$ cat src/rtl/tw_pkg.sv
package tw_pkg;
  localparam int FREQ_W        = 32;
  localparam int CTRL_W        = 8;
  localparam int BYTE_W        = 8;
  localparam int WORD_W        = FREQ_W + CTRL_W;
  localparam int BYTES         = WORD_W / BYTE_W;
  localparam int SLOT_W        = $clog2(BYTES);
  localparam int OFF_W         = 5;
  localparam int CTRL_MULT_BIT = 0;
  localparam int CTRL_SER_BIT  = 1;

  typedef struct packed {
    logic [CTRL_W-1:0] ctrl;
    logic [FREQ_W-1:0] freq;
  } tword_t;

  function automatic logic [OFF_W-1:0] ctrl_offset(logic [CTRL_W-1:0] c);
    return c[CTRL_W-1 -: OFF_W];
  endfunction

  function automatic logic ctrl_serial(logic [CTRL_W-1:0] c);
    return c[CTRL_SER_BIT];
  endfunction

  function automatic logic ctrl_mult(logic [CTRL_W-1:0] c);
    return c[CTRL_MULT_BIT];
  endfunction
endpackage

$ cat src/rtl/tw_strobe_sync.sv
module tw_strobe_sync #(
  parameter int STAGES = 2
) (
  input  logic clk,
  input  logic rst,
  input  logic strobe,
  output logic evt
);
  logic [STAGES:0] sh_q;

  always_ff @(posedge clk) begin
    if (rst) sh_q <= '0;
    else     sh_q <= {sh_q[STAGES-1:0], strobe};
  end

  assign evt = sh_q[STAGES-1] & ~sh_q[STAGES];
endmodule

$ cat src/rtl/tw_input_reg.sv
module tw_input_reg
  import tw_pkg::*;
(
  input  logic              clk,
  input  logic              rst,
  input  logic              wload_evt,
  input  logic              upd_evt,
  input  logic              serial_mode,
  input  logic [BYTE_W-1:0] data_in,
  output logic [WORD_W-1:0] word,
  output logic [SLOT_W-1:0] slot
);
  localparam logic [SLOT_W-1:0] LAST_SLOT = SLOT_W'(BYTES - 1);

  logic [WORD_W-1:0] word_q;
  logic [SLOT_W-1:0] slot_q;

  always_ff @(posedge clk) begin
    if (rst)                             slot_q <= '0;
    else if (upd_evt)                    slot_q <= '0;
    else if (wload_evt && !serial_mode)  slot_q <= (slot_q == LAST_SLOT) ? '0 : slot_q + 1'b1;
  end

  always_ff @(posedge clk) begin
    if (!rst && wload_evt) begin
      if (serial_mode) begin
        word_q <= {data_in[BYTE_W-1], word_q[WORD_W-1:1]};
      end else begin
        for (int s = 0; s < BYTES; s++) begin
          if (slot_q == SLOT_W'(s)) word_q[WORD_W-1-BYTE_W*s -: BYTE_W] <= data_in;
        end
      end
    end
  end

  assign word = word_q;
  assign slot = slot_q;
endmodule

$ cat src/rtl/tw_phase_core.sv
module tw_phase_core
  import tw_pkg::*;
#(
  parameter int OUT_W = 12
) (
  input  logic              clk,
  input  logic              rst,
  input  logic              upd_evt,
  input  logic [WORD_W-1:0] in_word,
  output logic [FREQ_W-1:0] freq_word,
  output logic [OFF_W-1:0]  phase_off,
  output logic              mult_en,
  output logic              serial_mode,
  output logic [FREQ_W-1:0] acc,
  output logic [OUT_W-1:0]  phase_out
);
  function automatic logic [OUT_W-1:0] phase_mix(logic [FREQ_W-1:0] a, logic [OFF_W-1:0] off);
    return a[FREQ_W-1 -: OUT_W] + {off, {(OUT_W-OFF_W){1'b0}}};
  endfunction

  tword_t w;
  assign w = tword_t'(in_word);

  always_ff @(posedge clk) begin
    if (rst) begin
      freq_word   <= '0;
      phase_off   <= '0;
      mult_en     <= 1'b0;
      serial_mode <= 1'b0;
    end else if (upd_evt) begin
      freq_word   <= w.freq;
      phase_off   <= ctrl_offset(w.ctrl);
      mult_en     <= ctrl_mult(w.ctrl);
      serial_mode <= ctrl_serial(w.ctrl);
    end
  end

  always_ff @(posedge clk) begin
    if (rst) acc <= '0;
    else     acc <= acc + freq_word;
  end

  assign phase_out = phase_mix(acc, phase_off);
endmodule

$ cat src/rtl/tw_load_front.sv
module tw_load_front
  import tw_pkg::*;
#(
  parameter int OUT_W       = 12,
  parameter int SYNC_STAGES = 2
) (
  input  logic             clk,
  input  logic             rst,
  input  logic [7:0]       data_in,
  input  logic             wload_strobe,
  input  logic             upd_strobe,
  output logic [31:0]      freq_word,
  output logic [4:0]       phase_off,
  output logic             mult_en,
  output logic             serial_mode,
  output logic [OUT_W-1:0] phase_out
);
  logic              wload_evt;
  logic              upd_evt;
  logic [WORD_W-1:0] in_word;
  logic [SLOT_W-1:0] slot_q;
  logic [FREQ_W-1:0] acc_q;

  tw_strobe_sync #(.STAGES(SYNC_STAGES)) u_wload_sync (
    .clk(clk), .rst(rst), .strobe(wload_strobe), .evt(wload_evt)
  );

  tw_strobe_sync #(.STAGES(SYNC_STAGES)) u_upd_sync (
    .clk(clk), .rst(rst), .strobe(upd_strobe), .evt(upd_evt)
  );

  tw_input_reg u_in_reg (
    .clk(clk), .rst(rst), .wload_evt(wload_evt), .upd_evt(upd_evt),
    .serial_mode(serial_mode), .data_in(data_in), .word(in_word), .slot(slot_q)
  );

  tw_phase_core #(.OUT_W(OUT_W)) u_core (
    .clk(clk), .rst(rst), .upd_evt(upd_evt), .in_word(in_word),
    .freq_word(freq_word), .phase_off(phase_off), .mult_en(mult_en),
    .serial_mode(serial_mode), .acc(acc_q), .phase_out(phase_out)
  );
endmodule

$ cat config.mk
export PLATFORM = sky130hd
export DESIGN_NAME = tw_load_front
export DESIGN_NICKNAME = d
export VERILOG_FILES = /design/src/rtl/tw_pkg.sv /design/src/rtl/tw_strobe_sync.sv /design/src/rtl/tw_input_reg.sv /design/src/rtl/tw_phase_core.sv /design/src/rtl/tw_load_front.sv
export SDC_FILE = /design/constraint.sdc
export NUM_CORES = 1
export LEC_CHECK = 0
export BUFFER_PORTS_ARGS = -buffer_cell sky130_fd_sc_hd__buf_2
export CAP_MARGIN = 30
export CORE_MARGIN = 4
export CORE_UTILIZATION = 51
export DETAILED_ROUTE_END_ITERATION = 10
export HOLD_SLACK_MARGIN = 0.02
export PLACE_DENSITY = 0.73
export SYNTH_ARGS = -nofsm -noshare
export SYNTH_HDL_FRONTEND = slang
export SYNTH_SLANG_ARGS = --single-unit
$ cat constraint.sdc
create_clock -name clk -period 2.8 [get_ports clk]
set_input_delay 0 -clock clk [delete_from_list [all_inputs] [get_ports clk]]
set_output_delay 0 -clock clk [all_outputs]
set_load 0.02 [all_outputs]
==> key figures <==
Floorplan
  • # rows: 40
  • IO Pins: 63
  • Die H: 119 um
  • Initial core utilization: 52.0%
  • Core area: 12000 sq um
  • Die W: 119 um
  • Full die area: 14100 sq um

Logic synthesis
  • Post-Syn Nets: 781
  • Sequential share of the synthesized area: between 40 and 50%
  • Leading area contributor after synthesis: dfxtp_1
  • Yosys top cell area share: 25.6%
  • Synth Flop Type: dfxtp_1
  • Ys async rst share: 0%
  • Number of synthesized flops with an enable pin: 40
  • Cells after Synth: a little over 700
  • Synthesized cell area: 6250 sq um
  • Syn. warnings: 0
  • Synth area leaders: dfxtp_1 (26%), edfxtp_1 (19%), nand2_1 (11%)
  • Syn_area_per_cell: about 8.6 sq um
  • Flops & latches, synth: 120
  • Netlist cell types: 55

Final layout
  • Antenna diodes: 0
  • Nets@finish: 833
  • Area delta synth->final: 16.5%
  • Fin area: 7280 sq um
  • Share of layout cells above drive strength 1: 13.4%

Power
  • Leak Pwr: 3.18 nW
  • Power per cell area: 662 nW/um^2
  • Maximum vdd drop: 324 uV

Clock network
  • CTS H-tree depth: 4
  • Num CTS Buffers: 17
  • Clock-pin slew on the worst setup and hold paths: ~60 ps
  • CTS tree: built
  • Post-cts hold buffer count: 4
  • CTS sink cnt: 120
  • CTS Buffer Depth: 2
  • Post-CTS sizing: 0
  • Post-CTS setup buffers: 0
  • Worst skew pair latency: 410 ps
  • Root Buffer: clkbuf_16

Worst setup path
  • Critical path fanouts, max: 3
  • Critical path capture point type: flop
  • Worst Path Required: roughly 3100 ps
  • Worst R2R Start: u_core.freq_word[0]
  • WP data arrival: 2880 ps
  • Worst Setup Start Kind: flop
  • Crit path from: u_core.freq_word[0]
  • Setup CP Type: reg -> reg

Global routing
  • Total track usage: 22.2%
  • Initial antenna violation count: 0
  • Grt ovf: 0
  • Largest net degree at the start of global routing: 43
  • Vias in the first global route: 5169
  • First-pass GRT wire length: between 20000 and 30000 um

STA
  • Worst-margin pin slew: 901 ps
  • Worst Skew: 6.69 ps
  • RSZ-0062 raised after global routing: no
  • Endpoints failing hold: 0
  • Final setup fails: 0
  • Max Slew Vio Count: 0
  • Setup total negative slack: 0 ps
  • Hold slack final: 38.0 ps
  • Final period util: 92.5%
  • Slew headroom: between 30% and 40%
  • Post-route minimum period: 2590 ps
  • Fmax: about 390 MHz

Placement
  • # port buffers: 62
  • Placed wire-length estimate: 11000 um
  • Post-DP Area: 6610 sq um
  • RD Place Congestion: 0.928

Detailed routing
  • Residual DRC: 0
  • Initial DRC count: 413
  • Final wirelength: 15700 um
  • DRT Pass-1 Iters: 6
  • Mean number of vias per cell: ~5.7
  • Routed Antenna Nets: 0
  • Via Count: 5395
  • Wire per inst: 16.7 um

Min path
  • HP Start: data_in[5]
  • Min-Delay Path Class: in -> reg

Run status
  • Status: finished clean

Job
  • Max_cap viols: 0
## cell families (layout without fill, tap and decap cells)
kind of cell	after synthesis	count (layout)	synth area share, %
and+or+nand+nor	319	319	22.2
AOI/OAI and AO/OA	167	167	16.3
DFF	120	120	44.9
buffers and inverters	51	116	3.65
adders and majority gates	42	42	8.65
xor gates and xnor gates	17	17	2.38
muxes	11	11	1.94
## flip-flops by register name, indices dropped and copies added, names as in the netlist
| signal | cells |
|---|---|
| u_core.serial_mode | 1 |
| u_core.mult_en | 1 |
| u_in_reg.slot | 3 |
| u_wload_sync.sh_q | 3 |
| u_core.acc | 32 |
| u_core.freq_word | 32 |
| u_in_reg.word | 40 |
| u_upd_sync.sh_q | 3 |
| u_core.phase_off | 5 |
## critical path, stage by stage (launching register included)
cell,delay [ps]
dfxtp_1,320
ha_1,220
fa_1,430
a21o_1,230
a31o_1,280
a211oi_1,310
o21bai_1,160
a21oi_1,180
mux2_1,330
## stage by stage
stage                     cells  total power [mW]  utilization, %  setup slack [ps]
after floorplan             727              2.34               -               392
final                       939              4.82            60.6               209
after global routing        939              4.97            60.6               109
after detailed placement    903              2.47            55.0               182
after CTS                   939              4.82            60.6               192
after global placement      903              2.46            55.0               235
## Yosys cell counts, types with 3 or more instances
cell        n
nand2_1   187
a21oi_1    86
dfxtp_1    80
nor2_1     54
edfxtp_1   40
ha_1       40
clkbuf_1   21
nor2b_1    19
a21o_1     18
o21ai_0    13
xnor2_1    13
inv_1      12
nand2b_1   12
nor3_1     12
nand3_1    10
buf_1       8
a31oi_1     7
buf_4       7
mux2_2      7
o211ai_1    6
o21a_1      6
nand4_1     5
and3_1      4
o21ai_1     4
o21bai_1    4
xor2_1      4
a211oi_1    3
and4_1      3
nor4_1      3
## routing by layer
metal | track usage, % | share of wire [%] | wire length, um | up-vias
met5 | 0 | 0 | 0 | -
met4 | 9.49 | 2.8 | 434 | 0
met3 | 5.41 | 5.7 | 896 | 45
met2 | 36.3 | 48 | 7500 | 159
met1 | 28.1 | 44 | 6850 | 2557
li1 | - | - | - | 2634
## worst paths after layout
kind / to / slack (ps) / depth (start not counted)
hold reg to reg: u_upd_sync.sh_q[1] / 450 / 1
setup / recovery: u_core.acc[20] / 210 / 8
hold / removal: u_in_reg.word[13] / 40 / 3
setup reg to reg: u_core.acc[20] / 210 / 8
## cell type report
type	instances	area [sq um]
multi-input cells	556	3220
inverters	12	45.0
well taps	147	184
flip-flops and latches	120	2800
clock buffers	19	433
fillers	1046	4730
repair buffers	72	395
clock inverters	13	201
## power by group
group	switching (mW)	total (mW)	internal, mW	leakage, nW
combinational	0.336	0.528	0.192	1.86
sequential	0.0524	1.92	1.87	1.01
clock	0.794	2.37	1.57	0.306
total	1.18	4.82	3.64	3.18
## cell usage in the layout, fill, tap and decap left out, types with 13 or more instances in the layout
master	instances
nor2b_1	18
a21o_1	18
a21oi_1	86
ha_1	40
o21ai_0	13
dfxtp_1	80
buf_2	62
clkbuf_16	17
edfxtp_1	40
xnor2_1	13
nand2_1	187
nor2_1	54
(Power assumes the default switching activity.)
